$ cat src/rtl/tstamp_pkg.sv
package tstamp_pkg;
  localparam int ADDR_W = 3;
  localparam logic [ADDR_W-1:0] ADR_CTRL   = 3'd0;
  localparam logic [ADDR_W-1:0] ADR_VALUE  = 3'd1;
  localparam logic [ADDR_W-1:0] ADR_OFFSET = 3'd2;
  localparam logic [ADDR_W-1:0] ADR_PERIOD = 3'd3;
  localparam logic [ADDR_W-1:0] ADR_TRIM   = 3'd4;
  localparam logic [ADDR_W-1:0] ADR_STEP   = 3'd5;
  localparam logic [ADDR_W-1:0] ADR_STATUS = 3'd6;
  localparam int CTL_RUN = 0;
  localparam int CTL_ARM = 1;
  localparam int CTL_ZERO = 2;
  localparam int CTL_PEREN = 3;
  localparam int CTL_PINEN = 4;
  localparam int CTL_RESTART = 5;
  localparam int CTL_CAPTURE = 6;
  localparam int TRIM_STEP_LSB = 8;

  typedef struct packed {
    logic restart;
    logic capture;
    logic load;
  } strobe_t;
endpackage

$ cat src/rtl/tstamp_datapath.sv
module tstamp_datapath
  import tstamp_pkg::*;
#(
  parameter int TIME_W = 32,
  parameter int INC_W  = 7,
  parameter int CORR_W = 31
) (
  input  logic              clk,
  input  logic              rstN,
  input  logic              tickIn,
  input  logic              run,
  input  strobe_t           stb,
  input  logic [TIME_W-1:0] loadVal,
  input  logic [INC_W-1:0]  incVal,
  input  logic [INC_W-1:0]  corrIncVal,
  input  logic [CORR_W-1:0] corrLim,
  input  logic [TIME_W-1:0] periodVal,
  input  logic [TIME_W-1:0] offsetVal,
  input  logic              offArm,
  input  logic              offZero,
  output logic [TIME_W-1:0] timeQ,
  output logic [TIME_W-1:0] capQ,
  output logic              perEvt,
  output logic              offEvt
);
  localparam int SUM_W = TIME_W + 1;

  logic [CORR_W-1:0] corrCnt;
  logic              corrWrap;
  logic [INC_W-1:0]  stepVal;
  logic [SUM_W-1:0]  rawSum;
  logic [SUM_W-1:0]  wrapSum;
  logic              periodHit;
  logic              offHit;
  logic              tickQual;
  logic              tickUsed;

  assign tickQual = run && tickIn;
  assign tickUsed = tickQual && !stb.restart && !stb.load;

  assign corrWrap = (corrLim != '0) &&
                    (({1'b0, corrCnt} + 1'b1) == {1'b0, corrLim});
  assign stepVal  = corrWrap ? corrIncVal : incVal;
  assign rawSum   = {1'b0, timeQ} + {{(SUM_W-INC_W){1'b0}}, stepVal};

  assign periodHit = (periodVal != '0) && (rawSum >= {1'b0, periodVal});
  assign wrapSum   = periodHit ? (rawSum - {1'b0, periodVal}) : rawSum;
  assign offHit    = offArm && (timeQ < offsetVal) && (rawSum >= {1'b0, offsetVal});

  assign perEvt = tickUsed && periodHit;
  assign offEvt = tickUsed && offHit;

  always_ff @(posedge clk or negedge rstN) begin
    if (!rstN) begin
      timeQ   <= '0;
      corrCnt <= '0;
    end else if (stb.restart) begin
      timeQ   <= '0;
      corrCnt <= '0;
    end else if (stb.load) begin
      timeQ   <= loadVal;
    end else if (tickQual) begin
      timeQ   <= (offHit && offZero) ? '0 : wrapSum[TIME_W-1:0];
      if (corrWrap || corrLim == '0) corrCnt <= '0;
      else                           corrCnt <= corrCnt + 1'b1;
    end
  end

  always_ff @(posedge clk or negedge rstN) begin
    if (!rstN)            capQ <= '0;
    else if (stb.capture) capQ <= timeQ;
  end


  hold_idle_chk: assert property (@(posedge clk) disable iff (!rstN)
    (!tickQual && !stb.restart && !stb.load) |=> (timeQ == $past(timeQ)));


  restart_zero_chk: assert property (@(posedge clk) disable iff (!rstN)
    stb.restart |=> (timeQ == '0));


  capture_copy_chk: assert property (@(posedge clk) disable iff (!rstN)
    stb.capture |=> (capQ == $past(timeQ)));
endmodule

$ cat src/rtl/tstamp_ctrl.sv
module tstamp_ctrl
  import tstamp_pkg::*;
#(
  parameter int TIME_W = 32,
  parameter int INC_W  = 7,
  parameter int CORR_W = 31
) (
  input  logic              clk,
  input  logic              rstN,
  input  logic              regWr,
  input  logic [ADDR_W-1:0] regAddr,
  input  logic [TIME_W-1:0] regWrData,
  output logic [TIME_W-1:0] regRdData,
  input  logic              perEvt,
  input  logic              offEvt,
  input  logic [TIME_W-1:0] capVal,
  output strobe_t           stb,
  output logic              run,
  output logic [INC_W-1:0]  incVal,
  output logic [INC_W-1:0]  corrIncVal,
  output logic [CORR_W-1:0] corrLim,
  output logic [TIME_W-1:0] periodVal,
  output logic [TIME_W-1:0] offsetVal,
  output logic              offArm,
  output logic              offZero,
  output logic              eventPin,
  output logic              timerIrq
);
  logic perEn, pinEn, flagQ, wrCtrl, flagClr;

  assign wrCtrl  = regWr && regAddr == ADR_CTRL;
  assign flagClr = regWr && regAddr == ADR_STATUS && regWrData[0];

  assign stb.restart = wrCtrl && regWrData[CTL_RESTART];
  assign stb.capture = wrCtrl && regWrData[CTL_CAPTURE];
  assign stb.load    = regWr && regAddr == ADR_VALUE;

  always_ff @(posedge clk or negedge rstN) begin
    if (!rstN) begin
      run <= 1'b0; offArm <= 1'b0; offZero <= 1'b0; perEn <= 1'b0; pinEn <= 1'b0;
      incVal <= '0; corrIncVal <= '0; corrLim <= '0;
      periodVal <= '0; offsetVal <= '0;
    end else begin
      if (offEvt)      offArm <= 1'b0;
      else if (wrCtrl) offArm <= regWrData[CTL_ARM];
      if (wrCtrl) begin
        run     <= regWrData[CTL_RUN];
        offZero <= regWrData[CTL_ZERO];
        perEn   <= regWrData[CTL_PEREN];
        pinEn   <= regWrData[CTL_PINEN];
      end
      if (regWr && regAddr == ADR_OFFSET) offsetVal <= regWrData;
      if (regWr && regAddr == ADR_PERIOD) periodVal <= regWrData;
      if (regWr && regAddr == ADR_TRIM)   corrLim   <= regWrData[CORR_W-1:0];
      if (regWr && regAddr == ADR_STEP) begin
        incVal     <= regWrData[INC_W-1:0];
        corrIncVal <= regWrData[TRIM_STEP_LSB +: INC_W];
      end
    end
  end

  always_ff @(posedge clk or negedge rstN) begin
    if (!rstN) begin
      flagQ    <= 1'b0;
      eventPin <= 1'b0;
    end else begin
      flagQ    <= (flagQ && !flagClr) || (perEvt && perEn) || offEvt;
      eventPin <= perEvt && pinEn;
    end
  end
  assign timerIrq = flagQ;

  always_comb begin
    regRdData = '0;
    case (regAddr)
      ADR_CTRL: begin
        regRdData[CTL_RUN]   = run;
        regRdData[CTL_ARM]   = offArm;
        regRdData[CTL_ZERO]  = offZero;
        regRdData[CTL_PEREN] = perEn;
        regRdData[CTL_PINEN] = pinEn;
      end
      ADR_VALUE:  regRdData = capVal;
      ADR_OFFSET: regRdData = offsetVal;
      ADR_PERIOD: regRdData = periodVal;
      ADR_TRIM:   regRdData[CORR_W-1:0] = corrLim;
      ADR_STEP: begin
        regRdData[INC_W-1:0]             = incVal;
        regRdData[TRIM_STEP_LSB +: INC_W] = corrIncVal;
      end
      ADR_STATUS: regRdData[0] = flagQ;
      default:    regRdData = '0;
    endcase
  end


  arm_clears_chk: assert property (@(posedge clk) disable iff (!rstN)
    offEvt |=> !offArm);


  irq_sticky_chk: assert property (@(posedge clk) disable iff (!rstN)
    (timerIrq && !flagClr) |=> timerIrq);


  pin_gated_chk: assert property (@(posedge clk) disable iff (!rstN)
    eventPin |-> $past(pinEn && perEvt));
endmodule

$ cat src/rtl/tstamp_timer.sv
module tstamp_timer
  import tstamp_pkg::*;
#(
  parameter int TIME_W = 32,
  parameter int INC_W  = 7,
  parameter int CORR_W = 31
) (
  input  logic              clk,
  input  logic              rstN,
  input  logic              tickIn,
  input  logic              regWr,
  input  logic [2:0]        regAddr,
  input  logic [TIME_W-1:0] regWrData,
  output logic [TIME_W-1:0] regRdData,
  output logic [TIME_W-1:0] timeNow,
  output logic              eventPin,
  output logic              timerIrq
);
  strobe_t           stb;
  logic              run, offArm, offZero, perEvt, offEvt;
  logic [INC_W-1:0]  incVal, corrIncVal;
  logic [CORR_W-1:0] corrLim;
  logic [TIME_W-1:0] periodVal, offsetVal, capVal;

  tstamp_ctrl #(.TIME_W(TIME_W), .INC_W(INC_W), .CORR_W(CORR_W)) u_ctrl (
    .clk(clk), .rstN(rstN), .regWr(regWr), .regAddr(regAddr),
    .regWrData(regWrData), .regRdData(regRdData),
    .perEvt(perEvt), .offEvt(offEvt), .capVal(capVal), .stb(stb),
    .run(run), .incVal(incVal), .corrIncVal(corrIncVal), .corrLim(corrLim),
    .periodVal(periodVal), .offsetVal(offsetVal), .offArm(offArm),
    .offZero(offZero), .eventPin(eventPin), .timerIrq(timerIrq)
  );

  tstamp_datapath #(.TIME_W(TIME_W), .INC_W(INC_W), .CORR_W(CORR_W)) u_dp (
    .clk(clk), .rstN(rstN), .tickIn(tickIn), .run(run), .stb(stb),
    .loadVal(regWrData), .incVal(incVal), .corrIncVal(corrIncVal),
    .corrLim(corrLim), .periodVal(periodVal), .offsetVal(offsetVal),
    .offArm(offArm), .offZero(offZero), .timeQ(timeNow), .capQ(capVal),
    .perEvt(perEvt), .offEvt(offEvt)
  );
endmodule

$ cat config.mk
export PLATFORM = sky130hd
export DESIGN_NAME = tstamp_timer
export DESIGN_NICKNAME = d
export VERILOG_FILES = /design/src/rtl/tstamp_pkg.sv /design/src/rtl/tstamp_datapath.sv /design/src/rtl/tstamp_ctrl.sv /design/src/rtl/tstamp_timer.sv
export SDC_FILE = /design/constraint.sdc
export NUM_CORES = 1
export LEC_CHECK = 0
export BUFFER_PORTS_ARGS = -buffer_cell sky130_fd_sc_hd__buf_2
export CAP_MARGIN = 20
export CORE_ASPECT_RATIO = 0.8
export CORE_MARGIN = 4
export CORE_UTILIZATION = 24
export CTS_BUF_LIST = sky130_fd_sc_hd__clkbuf_8
export DETAILED_ROUTE_END_ITERATION = 16
export HOLD_SLACK_MARGIN = 0.05
export PLACE_DENSITY = 0.41
export SYNTH_ARGS = -nofsm -noshare
export SYNTH_HDL_FRONTEND = slang
export SYNTH_HIERARCHICAL = 1
export SYNTH_SLANG_ARGS = --single-unit
$ cat constraint.sdc
create_clock -name clk -period 7.82 [get_ports clk]
set_clock_uncertainty 0.15 [all_clocks]
set_input_delay 2.346 -clock clk [delete_from_list [all_inputs] [get_ports clk]]
set_output_delay 2.346 -clock clk [all_outputs]
set_load 0.01 [all_outputs]
; After elaboration in Yosys (flattened, before gate mapping)
; Index checks and enable logic that the tools add are counted.
[word_totals]
ff_bits = 211
input_bits = 39
wordCells = 86
[classes]
reduce_logical = 37
mux = 19
n_addsub = 4
eq_ne = 8
n_lt_le_gt_ge = 3
[ops]
columns = op, count
row1 = $mux 32, 5
row2 = $mux 31, 4
row3 = $ge 33x32->1, 2
row4 = $pmux 16 s4, 1
row5 = $pmux 7 s5, 1
row6 = $add 32x7->33, 1
row7 = $add 31x1->32 const B, 1
row8 = $eq 32x31->1, 1
row9 = $lt 32x32->1, 1
row10 = $reduce_bool 32->1, 1
row11 = $sub 32x32->32, 1
row12 = $add 31x1->31 const B, 1
row13 = $logic_not 31->1, 1
row14 = $reduce_bool 31->1, 1
row15 = $pmux 4 s6, 1
row16 = $logic_and 1x1->1, 23
row17 = $pmux 2 s5, 1
row18 = $eq 3x3->1 const B, 3
row19 = $mux 7, 1
row20 = $pmux 1 s7, 1
row21 = $eq 3x2->1 const B, 2
row22 = $pmux 1 s4, 1
row23 = $reduce_bool 2->1, 2
row24 = $eq 3x1->1 const B, 1
row25 = other kinds (8), 13

; Logic depth before layout (Yosys ltp)
; Gate-level depths: netlist (run 1).
[depth]
word_depth = 12
ltp_mapped = 33
depth_no_buf = 29

; Modules after synthesis
; Netlist (run 1), hierarchy kept.
[modules_own_cells]
columns = module, area_each_um2, cells_each, instances
row1 = tstamp_datapath, 10057.1, 1218, 1
row2 = tstamp_ctrl, 5559.1, 417, 1

; Worst setup path before layout (run 1)
; Ideal clock, no wire load.
[synth_timing]
kind = reg-to-reg
start = reg u_dp.corrCnt[0]
end = reg u_ctrl.flagQ (netlist: u_ctrl/timerIrq)
t_arrival_ns = 7.467
path_buffers = 4
setup_time_ns = 0.126
period_less_slack_ns = 7.743
t_required_ns = 7.544
path_stages_with_launch = 34
slack_ns = 0.077
cell_sequence = dfrtp_1 > ha_1 > nand2_1 > or4_1 > buf_2 > or4_1 > nand2_1 > nor3b_2 > nand4_1 > or4_4 > nor2_8 > mux2_4 > ha_1 > inv_1 > fa_1 > o21ai_0 > a21o_1 > clkbuf_1 > nand2_1 > nor2_1 > and3_1 > xor2_1 > ha_1 > nand4_1 > or4_1 > nor4_1 > a211o_1 > a31oi_1 > o211ai_1 > nand2_1 > buf_2 > buf_1 > nor2_1 > a221o_1
[synth_via]
elab_chain_cells = 11
elab_cells_between_ends = 14
cone_classes = add/sub (2) / order compare (2) / eq/ne (1) / mux (1) / reduce/logical (8)
[synth_lines]
columns = item, line
row1 = from (decl), tstamp_datapath.sv:28  ; logic [CORR_W-1:0] corrCnt;
row2 = from (signal assigned), tstamp_datapath.sv:65  ; else corrCnt <= corrCnt + 1'b1;
row3 = $add 31x1->32, tstamp_datapath.sv:42  ; (({1'b0, corrCnt} + 1'b1) == {1'b0, corrLim});
row4 = $eq 32x31->1, tstamp_datapath.sv:42
row5 = $logic_and 1x1->1, tstamp_datapath.sv:41  ; assign corrWrap = (corrLim != '0) &&
row6 = $mux 7, tstamp_datapath.sv:43  ; assign stepVal = corrWrap ? corrIncVal : incVal;
row7 = $add 32x7->33, tstamp_datapath.sv:44  ; assign rawSum = {1'b0, timeQ} + {{(SUM_W-INC_W){1'b0}}, stepVal};
row8 = $ge 33x32->1, tstamp_datapath.sv:46  ; assign periodHit = (periodVal != '0) && (rawSum >= {1'b0, periodVal});
row9 = $logic_and 1x1->1, tstamp_datapath.sv:46
row10 = $logic_and 1x1->1, tstamp_datapath.sv:50  ; assign perEvt = tickUsed && periodHit;
row11 = net perEvt, tstamp_timer.sv:20  ; logic run, offArm, offZero, perEvt, offEvt;
row12 = $logic_and 1x1->1, tstamp_ctrl.sv:67  ; flagQ <= (flagQ && !flagClr) || (perEvt && perEn) || offEvt;
row13 = $logic_or 1x1->1 (2 in a row), tstamp_ctrl.sv:67
row14 = to (signal assigned), tstamp_ctrl.sv:67
row15 = to (decl), tstamp_ctrl.sv:29  ; logic perEn, pinEn, flagQ, wrCtrl, flagClr;
; The timed path passes the listed nets, and every way through them passes these cells.
; A chain may end at the register's enable or synchronous reset.

; Worst setup path in the final report (run 1)
[layout_timing]
start = reg u_dp.corrCnt[1]
end = reg u_dp.timeQ[1]
[layout_via]
elab_chain_cells = 12
elab_cells_between_ends = 16
cone_classes = add/sub (3) / order compare (2) / eq/ne (1) / mux (6) / reduce/logical (4)
[layout_lines]
columns = item, line
row1 = $add 31x1->32 (*), tstamp_datapath.sv:42
row2 = $eq 32x31->1 (*), tstamp_datapath.sv:42
row3 = $logic_and 1x1->1 (*), tstamp_datapath.sv:41
row4 = $mux 7 (*), tstamp_datapath.sv:43
row5 = $add 32x7->33 (*), tstamp_datapath.sv:44
row6 = $ge 33x32->1 (on tied branches), "tstamp_datapath.sv:46, tstamp_datapath.sv:48"
row7 = $logic_and 1x1->1 (on tied branches), "tstamp_datapath.sv:46, tstamp_datapath.sv:48"
row8 = $mux 32 or $logic_and 1x1->1 (tied branches), "tstamp_datapath.sv:47, tstamp_datapath.sv:63"
row9 = $mux 32 (*), tstamp_datapath.sv:63  ; timeQ <= (offHit && offZero) ? '0 : wrapSum[TIME_W-1:0];
row10 = $mux 32 (*), tstamp_datapath.sv:62  ; end else if (tickQual) begin
row11 = $mux 32 (*), tstamp_datapath.sv:60  ; end else if (stb.load) begin
row12 = $mux 32 (*), tstamp_datapath.sv:57  ; end else if (stb.restart) begin
row13 = to (signal assigned), tstamp_datapath.sv:61  ; timeQ <= loadVal;
row14 = to (signal assigned), tstamp_datapath.sv:63
row15 = to (decl), tstamp_datapath.sv:21  ; output logic [TIME_W-1:0] timeQ,
; Mark *: on every way between the ends. The rest lies on a longest branch, timed or not. The select of a mux whose other input is x is not followed.

==> results of run 1 <==
## worst paths after layout
path | startpoint | to | slack (ns) | depth (start not counted)
max | u_dp/corrCnt[1] | u_dp/timeQ[1] | 0.20 | 32
min | u_dp/capQ[24] | u_dp/capQ[24] | 0.36 | 1
max reg2reg | u_dp/corrCnt[1] | u_dp/timeQ[1] | 0.20 | 32
min reg2reg | u_dp/capQ[24] | u_dp/capQ[24] | 0.36 | 1
max in group asynchronous | rstN | u_dp/capQ[23] | 4.70 | 2
min in group asynchronous | rstN | u_dp/timeQ[5] | 1.58 | 1
## state kept, by name, indices dropped and copies added (netlist names)
signal             flops
u_dp/corrCnt          31
u_ctrl/timerIrq        1
u_ctrl/offsetVal      32
u_dp/capQ             32
u_ctrl/periodVal      32
u_ctrl/offZero         1
u_ctrl/incVal          7
u_ctrl/corrIncVal      7
u_ctrl/corrLim        31
u_ctrl/pinEn           1
u_ctrl/eventPin        1
u_ctrl/run             1
u_dp/timeQ            32
u_ctrl/perEn           1
u_ctrl/offArm          1
## stage by stage
step                      utilization [%]  setup WS [ns]  hold slack, ns  total power [W]  cell area, sq um
after floorplan                         -         0.0769           0.321          0.00401             15600
after global placement               27.7         -0.185           0.340          0.00552             17800
after detailed placement             27.7         -0.215           0.345          0.00554             17800
after CTS                            29.1        0.00755           0.357          0.00683             18700
after global routing                 29.7        -0.0351           0.373          0.00746             19100
final                                29.7          0.196           0.357          0.00697             19100
## timing repair
item / in CTS / in global routing
endpoints found under the hold margin: 0 / 0
buffers inserted: 2 / 9
setup endpoints to repair: 31 / 34
gates resized for setup: 7 / 61
pin swaps: 2 / 22
## kinds of logic after synthesis
| kind of cell | Yosys count | synth area share, % |
|---|---|---|
| AND/OR/NAND/NOR | 429 | 14.9 |
| AO/OA/AOI/OAI | 390 | 16.4 |
| multiplexers | 222 | 15.8 |
| flip-flops | 211 | 33.8 |
| buffers and inverters | 185 | 5.24 |
| adder cells (fa/ha/maj) | 109 | 8.81 |
| XOR/XNOR | 89 | 4.99 |
## layout by cell type, fill, tap and decap left out, types with 26 or more instances in the layout
master,synthesis,final
a21oi_1,104,100
a22oi_1,52,52
buf_2,28,103
buf_4,7,129
clkbuf_8,0,51
dfrtp_1,211,210
ha_1,106,98
inv_1,99,112
mux2_2,139,139
mux2i_1,64,64
nand2_1,93,89
nand3_1,62,59
nand4_1,38,38
nor2_1,71,65
o21ai_0,57,53
xnor2_1,61,56
xor2_1,28,26
## layer usage
| layer | share of wire [%] | up-vias |
|---|---|---|
| met1 | 50 | 7072 |
| met4 | 2.2 | 0 |
| met2 | 42 | 423 |
| met5 | 0 | - |
| li1 | - | 6461 |
| met3 | 6.0 | 86 |
## power breakdown
part           switching [W]  total [W]  internal, W  leakage [nW]
clock network       0.000541    0.00123     0.000684         0.487
registers           0.000514    0.00189      0.00138          2.65
logic                0.00208    0.00385      0.00177          5.45
total                0.00314    0.00697      0.00384          8.58
## cell type report
| cell class | count | area [sq um] | area share [%] |
|---|---|---|---|
| repair buffers | 239 | 1610 | 8.43 |
| multi-input cells | 1239 | 9910 | 51.9 |
| well taps | 850 | 1060 | 5.57 |
| clock buffers | 51 | 702 | 3.67 |
| inverters | 101 | 382 | 2.00 |
| clock inverters | 19 | 160 | 0.838 |
| flip-flops and latches | 211 | 5280 | 27.6 |
==> impl_metrics.csv, run 1 <==
group,metric,value,unit
critical_path,path_buf_inv,4,
yosys,synth_most_common_cell,"dfrtp_1",
timing,maxClockFrequency,131,MHz
timing,setup_viol,0,
grt,grt_pass1_vias,13600,
yosys,synth_top_area_share,33.8,%
yosys,synth-seq-area-share,33.8,%
cts,hold_buffers,0,
drt,ant_nets,0,
cells_and_area,diodes,0,
place,hpwl,49700,um
cells_and_area,fillers,6775,
power,power.density,365,mW/mm^2
cells_and_area,area_growth,22.3,%
yosys,yosys-top-cells-area,"dfrtp_1 34%, mux2_2 10%, ha_1 8.5%",
cts,cts-root-buf,"clkbuf_8",
floorplan,die_area,0.0692,sq mm
yosys,synth_async_sr_flop_share,100,%
cells_and_area,final_cells,2710,
yosys,ys_ff_latch,211,
drt,drt_iter0_markers,1246,
critical_path,setup.worst_path.start_class,"flop",
critical_path,crit_fanout,10,
timing,tightestPinTransition,1.21,ns
yosys,synth_common_cells,"211 x dfrtp_1, 139 x mux2_2, 106 x ha_1",
drt,drt_wl_total,64700,um
yosys,synth_edf_count,0,
hold_path,hp-class,"reg -> reg",
floorplan,num_rows,83,
timing,min_period_over_period,97.5,%
place,port_buffers,104,
power,max-vdd-ir-drop,136,uV
grt,antenna_found_initial,2,
place,dpl.cell_count,2629,
floorplan,die_h,236,um
drt,drc_errors,0,
cts,clk_latency,0.62,ns
cts,cts_buffer_depth,3,
critical_path,cpPeakStageDelay,0.57,ns
cts,ctsHtreeMaxLevel,2,
cts,numCtsBuffers,41,
yosys,yosysWarningCount,6,
grt,grt_pass1_wl,93900,um
grt,use_met2,26.4,%
yosys,syn_nets,1782,
yosys,netlist_area,0.0156,sq mm
drt,num_vias,14000,
flow_run,maxCapViolCount,0,
floorplan,core_area,0.0643,sq mm
grt,use_met1,27.2,%
floorplan,io_pins,105,
timing,drv_slew,0,
timing,fin_setup_tns,0,ns
yosys,synth_ff_type,"dfrtp_1",
critical_path,worstSetupEndpointType,"flop",
critical_path,crit_arrival,8.00,ns
cells_and_area,drive_above_1_share,28.2,%
timing,final_hold_viol_count,0,
cells_and_area,fin_nets,1980,
yosys,synth.distinct_cells,87,
grt,busiest_layer,"met1",
floorplan,die_w,293,um
place,gp_congestion,0.887,
timing,relSlewSlack,18.4,%
timing,rsz0062_at_grt,"yes",
grt,grt_max_degree,127,
floorplan,initial_core_util,24.3,%
critical_path,critPathKind,"reg -> reg",
drt,drtPass1Iterations,5,
cts,cts.sinks,211,
timing,period_minus_slack,7.62,ns
outcome,outcome,"finished, final reports clean",
cts,cts_tree,"built",
grt,grt_use_total,18.0,%
drt,avgRoutedWirePerCell,23.9,um
cts,path_clk_slew,0.06,ns
yosys,yosysTopAreaCell,"dfrtp_1",
grt,met3_usage,3.51,%
yosys,syn_inst,1635,
critical_path,cp.required,8.19,ns
yosys,avgSynthCellArea,9.55,sq um
critical_path,critPathMostFrequentCell,"or4_4",
grt,grt-ovfl-total,0,
critical_path,slowest_stage,"or4_4",
drt,viasPerCell,5.18,
power,leakage,8.58,nW
critical_path,crit_family,"simple AND/OR/NAND/NOR gates",
(Power assumes the default switching activity.)
==> run 2: changes to the inputs <==
--- a/config.mk
+++ b/config.mk
@@ -5,6 +5,7 @@
 export SDC_FILE = /design/constraint.sdc
 export NUM_CORES = 1
 export LEC_CHECK = 0
+export ABC_AREA = 1
 export BUFFER_PORTS_ARGS = -buffer_cell sky130_fd_sc_hd__buf_2
 export CAP_MARGIN = 20
 export CORE_ASPECT_RATIO = 0.8
==> run 2 against run 1 <==
Register-to-register slack improved by 0.43 ns. Sequential power increased by 4%. Critical path type unchanged. Hold slack worse by 0.0052 ns. Area after synthesis is 7.4% higher. Sequential share of layout area about the same. Maximum frequency increased by 5.9%.
==> impl_metrics.csv, run 2 <==
group,metric,value,unit
grt,grt-ovfl-total,0,
hold_path,min-delay-start,"u_ctrl/pinEn",
yosys,syn_nets,2638,
grt,antenna_found_initial,0,
cells_and_area,diodes,0,
timing,setup_ws,0.624,ns
cells_and_area,fillers,7763,
critical_path,critPathMostFrequentCell,"nand2_1",
timing,tightestPinTransition,1.05,ns
floorplan,core_area,0.0691,sq mm
drt,avgRoutedWirePerCell,20.7,um
cts,clk_latency,0.62,ns
cells_and_area,final_cell_mix,"811 x nand2_1, 329 x inv_1, 211 x nand3_1, 211 x dfrtp_1, 188 x nor2_1",
critical_path,reg2regPathDepth,46,
yosys,synth_top_area_share,31.5,%
grt,grt_pass1_vias,16000,
drt,drt_wl_total,73500,um
place,hpwl,57000,um
timing,period_minus_slack,7.20,ns
timing,rsz0062_at_grt,"no",
drt,ant_nets,0,
critical_path,path_buf_inv,8,
flow_run,maxCapViolCount,0,
floorplan,die_h,244,um
floorplan,num_rows,86,
cells_and_area,fin_nets,2733,
cts,cts_tree,"built",
timing,drv_slew,0,
cts,cts_buffer_depth,3,
critical_path,crit_family,"simple AND/OR/NAND/NOR gates",
yosys,yosysTopAreaCell,"dfrtp_1",
drt,drc_errors,0,
yosys,ys_ff_latch,211,
grt,grt_pass1_wl,108000,um
timing,maxClockFrequency,139,MHz
critical_path,crit_arrival,7.60,ns
power,leakage,9.74,nW
cells_and_area,drive_above_1_share,11.3,%
place,dpl.cell_count,3462,
critical_path,worstSetupEndpointType,"flop",
cells_and_area,final_common_cell,"nand2_1",
power,power.density,380,mW/mm^2
critical_path,cp.depth,46,
cells_and_area,final_cells,3543,
yosys,synth_most_common_cell,"nand2_1",
floorplan,die_area,0.0742,sq mm
critical_path,setup.worst_path.start_class,"flop",
drt,viasPerCell,4.83,
yosys,synth_common_cells,"811 x nand2_1, 310 x inv_1, 211 x dfrtp_1, 211 x nand3_1, 195 x nor2_1",
cells_and_area,area_growth,14.1,%
timing,final_hold_viol_count,0,
cts,numCtsBuffers,43,
floorplan,initial_core_util,24.3,%
yosys,synth_async_sr_flop_share,100,%
critical_path,cpPeakStageDelay,0.46,ns
floorplan,die_w,304,um
yosys,yosys-top-cells-area,"dfrtp_1 31%, nand2_1 18%, ha_1 7.9%",
drt,drtPass1Iterations,5,
grt,grt_max_degree,117,
critical_path,crit_fanout,37,
hold_path,holdPathStages,2,
place,port_buffers,104,
critical_path,r2r_slack,0.62,ns
timing,fin_setup_tns,0,ns
cts,hold_buffers,0,
timing,setup_viol,0,
yosys,synth_ff_type,"dfrtp_1",
timing,min_period_over_period,92.0,%
critical_path,r2r_end,"u_dp/timeQ[7]",
hold_path,hold_end,"u_ctrl/eventPin",
critical_path,slowest_stage,"dfrtp_1",
drt,drt_iter0_markers,1342,
timing,relSlewSlack,29.5,%
cts,cts-root-buf,"clkbuf_8",
place,pre_cts_ws,0.623,ns
yosys,avgSynthCellArea,6.73,sq um
outcome,outcome,"finished, final reports clean",
grt,grt_use_total,19.4,%
critical_path,cp.required,8.22,ns
timing,whs,0.352,ns
critical_path,cp-startpoint,"u_dp/corrCnt[3]",
yosys,synth-seq-area-share,31.5,%
yosys,synth_edf_count,0,
cts,ctsHtreeMaxLevel,2,
drt,num_vias,17100,
hold_path,hp-class,"reg -> reg",
power,max-vdd-ir-drop,198,uV
yosys,netlist_area,0.0168,sq mm
yosys,syn_inst,2491,
cts,path_clk_slew,0.06,ns
critical_path,regToRegStartpoint,"u_dp/corrCnt[3]",
cts,cts.sinks,211,
yosys,yosysWarningCount,6,
critical_path,critPathKind,"reg -> reg",
floorplan,io_pins,105,
place,gp_congestion,0.918,
yosys,synth.distinct_cells,46,
## run 2: metal layers
metal	global-route usage (%)	vias to the layer above	part of all wire (%)
li1	-	8242	-
met1	29.1	8175	49
met2	28.9	617	42
met3	3.71	76	7.3
met4	3.61	0	1.8
met5	0	-	0
## run 2: final cells by class
cell class	instances	area, sq um	area share, %
Multi-Input combinational cell	1877	9880	51.7
Sequential cell	211	5280	27.6
Inverter	320	1200	6.29
Tap cell	924	1160	6.05
Timing Repair Buffer	133	773	4.04
Clock buffer	49	674	3.53
Clock inverter	29	156	0.818
## run 2: timing repair
action	in CTS	in global routing
setup endpoints to repair	0	34
gates resized for setup	0	6
setup buffers	0	3
hold endpoints to repair	0	0
## run 2: how the worst max path moves through the flow
stage	end	slack [ns]
finish	u_dp/timeQ[7]	0.62
global route	u_dp/timeQ[1]	0.03
CTS	u_dp/timeQ[6]	0.59
detailed placement	u_dp/timeQ[11]	0.62
global placement	u_dp/timeQ[6]	0.57
floorplan	regRdData[10]	1.82
## run 2: power breakdown
| group | internal (W) | total [W] | leakage (nW) | switching (W) |
|---|---|---|---|---|
| combinational | 0.00145 | 0.00415 | 6.58 | 0.00270 |
| clock | 0.000605 | 0.00117 | 0.488 | 0.000565 |
| sequential | 0.00142 | 0.00196 | 2.67 | 0.000535 |
## run 2: worst register-to-register path: cells and delay by family, from the launching register on
family          cells  cell delay, ns
buf+inv             8            0.98
compound gates      1            0.28
flops               1            0.46
fa+ha+maj           3            0.98
xor+xnor            1            0.25
simple gates       33            4.08
## run 2: cell families (layout without fill, tap and decap cells)
group / Yosys count / in the layout / share of synthesized area [%]
DFF: 211 / 211 / 31.5
adders and majority gates: 108 / 108 / 8.15
AOI/OAI and AO/OA: 321 / 321 / 10.8
buffers and inverters: 403 / 531 / 9.83
and+or+nand+nor: 1359 / 1359 / 34.7
muxes: 23 / 23 / 1.54
xor gates and xnor gates: 66 / 66 / 3.49
## run 2: per-stage QoR
| stage | power, W | cell area [sq um] | util [%] |
|---|---|---|---|
| final | 0.00728 | 19100 | 27.7 |
| after global routing | 0.00791 | 19100 | 27.7 |
| after CTS | 0.00728 | 19100 | 27.6 |
| after detailed placement | 0.00604 | 18300 | 26.4 |
| after global placement | 0.00605 | 18300 | 26.4 |
| after floorplan | 0.00457 | 16800 | - |
==> run 3: changes to the inputs <==
--- a/config.mk
+++ b/config.mk
@@ -8,7 +8,6 @@
 export ABC_AREA = 1
 export BUFFER_PORTS_ARGS = -buffer_cell sky130_fd_sc_hd__buf_2
 export CAP_MARGIN = 20
-export CORE_ASPECT_RATIO = 0.8
 export CORE_MARGIN = 4
 export CORE_UTILIZATION = 24
 export CTS_BUF_LIST = sky130_fd_sc_hd__clkbuf_8
==> run 3 against run 2 <==
Via count is 1.2% lower. First-iteration DRC count is 5.7% higher. Critical path depth shrank 1. Worst setup slack better by 0.032 ns. Sequential cell count stayed put. Clock power grew 12%. Core utilization increased by 0.11 points. Hold slack improved by 0.0090 ns. Combinational power fell by 3%. Count of clock-buffer cells in the layout is 5 higher. Sequential power about the same. Sequential share of layout area is 0.056 points lower. Highest routed layer unchanged.
==> impl_metrics.csv, run 3 (same netlist as run 2, synthesis figures left out) <==
group,metric,value,unit
floorplan,die_area,0.0742,sq mm
floorplan,die_h,272,um
critical_path,cpPeakStageDelay,0.46,ns
cells_and_area,drive_above_1_share,11.2,%
grt,grt_max_degree,107,
cts,hold_buffers,0,
drt,drtPass1Iterations,5,
power,design_power_total,0.00729,W
critical_path,slowest_stage,"dfrtp_1",
place,gp_congestion,0.947,
hold_path,hp-class,"reg -> reg",
timing,tightestPinTransition,0.925,ns
cells_and_area,area_growth,14.3,%
timing,fin_setup_tns,0,ns
flow_run,maxCapViolCount,0,
cts,cts.sinks,211,
critical_path,r2r_slack,0.66,ns
timing,rsz0062_at_grt,"no",
floorplan,die_w,272,um
drt,drt_iter0_markers,1418,
timing,period_minus_slack,7.16,ns
timing,final_hold_viol_count,0,
critical_path,critPathKind,"reg -> reg",
cells_and_area,final_cell_mix,"811 x nand2_1, 323 x inv_1, 211 x nand3_1, 211 x dfrtp_1, 192 x nor2_1",
outcome,outcome,"finished, final reports clean",
drt,viasPerCell,4.77,
power,power.density,381,mW/mm^2
critical_path,critPathMostFrequentCell,"nand2_1",
drt,drt_wl_total,71000,um
drt,avgRoutedWirePerCell,20.0,um
power,leakage,9.74,nW
cts,clk_latency,0.63,ns
grt,grt_use_total,18.6,%
place,pre_cts_ws,0.591,ns
timing,setup_ws,0.656,ns
place,dpl.cell_count,3460,
place,hpwl,55300,um
grt,grt_pass1_wl,106000,um
place,port_buffers,104,
critical_path,crit_fanout,24,
critical_path,cp.required,8.22,ns
power,max-vdd-ir-drop,217,uV
cts,ctsHtreeMaxLevel,2,
timing,min_period_over_period,91.6,%
cells_and_area,fin_util,27.8,%
timing,setup_viol,0,
cts,cts-root-buf,"clkbuf_8",
timing,drv_slew,0,
cells_and_area,final_common_cell,"nand2_1",
critical_path,crit_arrival,7.56,ns
grt,antenna_found_initial,1,
grt,grt_pass1_vias,16500,
cells_and_area,final_cells,3545,
critical_path,worstSetupEndpointType,"flop",
floorplan,initial_core_util,24.3,%
timing,relSlewSlack,38.3,%
floorplan,num_rows,96,
cts,cts_buffer_depth,3,
drt,drc_errors,0,
floorplan,io_pins,105,
drt,ant_nets,0,
cells_and_area,fin_nets,2724,
drt,num_vias,16900,
timing,maxClockFrequency,140,MHz
cts,numCtsBuffers,45,
grt,grt-ovfl-total,0,
critical_path,setup.worst_path.start_class,"flop",
floorplan,core_area,0.0689,sq mm
cts,cts_tree,"built",
cts,path_clk_slew,0.06,ns
-- run 3: path summary, 6_finish.rpt --
kind,start,end,cells past startpoint
worst max-delay path,u_dp/corrCnt[0],u_dp/timeQ[19],45
worst min-delay path,u_dp/capQ[27],u_dp/capQ[27],1
worst max register to register,u_dp/corrCnt[0],u_dp/timeQ[19],45
worst min register to register,u_dp/capQ[27],u_dp/capQ[27],1
max in group asynchronous,rstN,u_dp/timeQ[20],2
min in group asynchronous,rstN,u_dp/timeQ[1],1
-- run 3: report_power, final --
| part | internal, W | leakage [nW] | switching, W |
|---|---|---|---|
| sequential | 0.00142 | 2.67 | 0.000525 |
| clock | 0.000728 | 0.548 | 0.000578 |
| combinational | 0.00143 | 6.52 | 0.00261 |
| total | 0.00358 | 9.74 | 0.00371 |
-- run 3: final cells by class --
class | count | area, sq um
Antenna cell | 1 | 2.50
Clock buffer | 54 | 743
Clock inverter | 29 | 210
Fill cell | 7725 | 49800
Inverter | 320 | 1200
Multi-Input combinational cell | 1877 | 9870
Sequential cell | 211 | 5280
Tap cell | 931 | 1160
Timing Repair Buffer | 122 | 691
-- run 3: timing repair --
item,CTS,global route
setup buffers,0,0
gates resized for setup,0,1
setup endpoints to repair,0,5
-- run 3: metal layers --
layer  share of wire (%)  vias up  GRT usage (%)
met1                  48     8118           26.5
met2                  45      448           30.0
met3                 4.3       87           2.08
met4                 2.7        0           5.15
li1                    -     8246              -
met5                   0        -              0
-- run 3: metrics by stage --
| stage | instance area, sq um | hold slack (ns) |
|---|---|---|
| floorplan | 16800 | 0.306 |
| global placement | 18200 | 0.343 |
| detailed placement | 18200 | 0.350 |
| CTS | 19100 | 0.366 |
| global route | 19200 | 0.374 |
| finish | 19200 | 0.361 |
-- run 3: worst max-delay path: cells and delay by family (launching register included) --
| family | cells | cell delay [ns] |
|---|---|---|
| AO/OA/AOI/OAI | 1 | 0.26 |
| XOR/XNOR | 2 | 0.35 |
| adder cells (fa/ha/maj) | 4 | 1.23 |
| buffers and inverters | 7 | 0.75 |
| flip-flops | 1 | 0.46 |
| AND/OR/NAND/NOR | 31 | 3.91 |
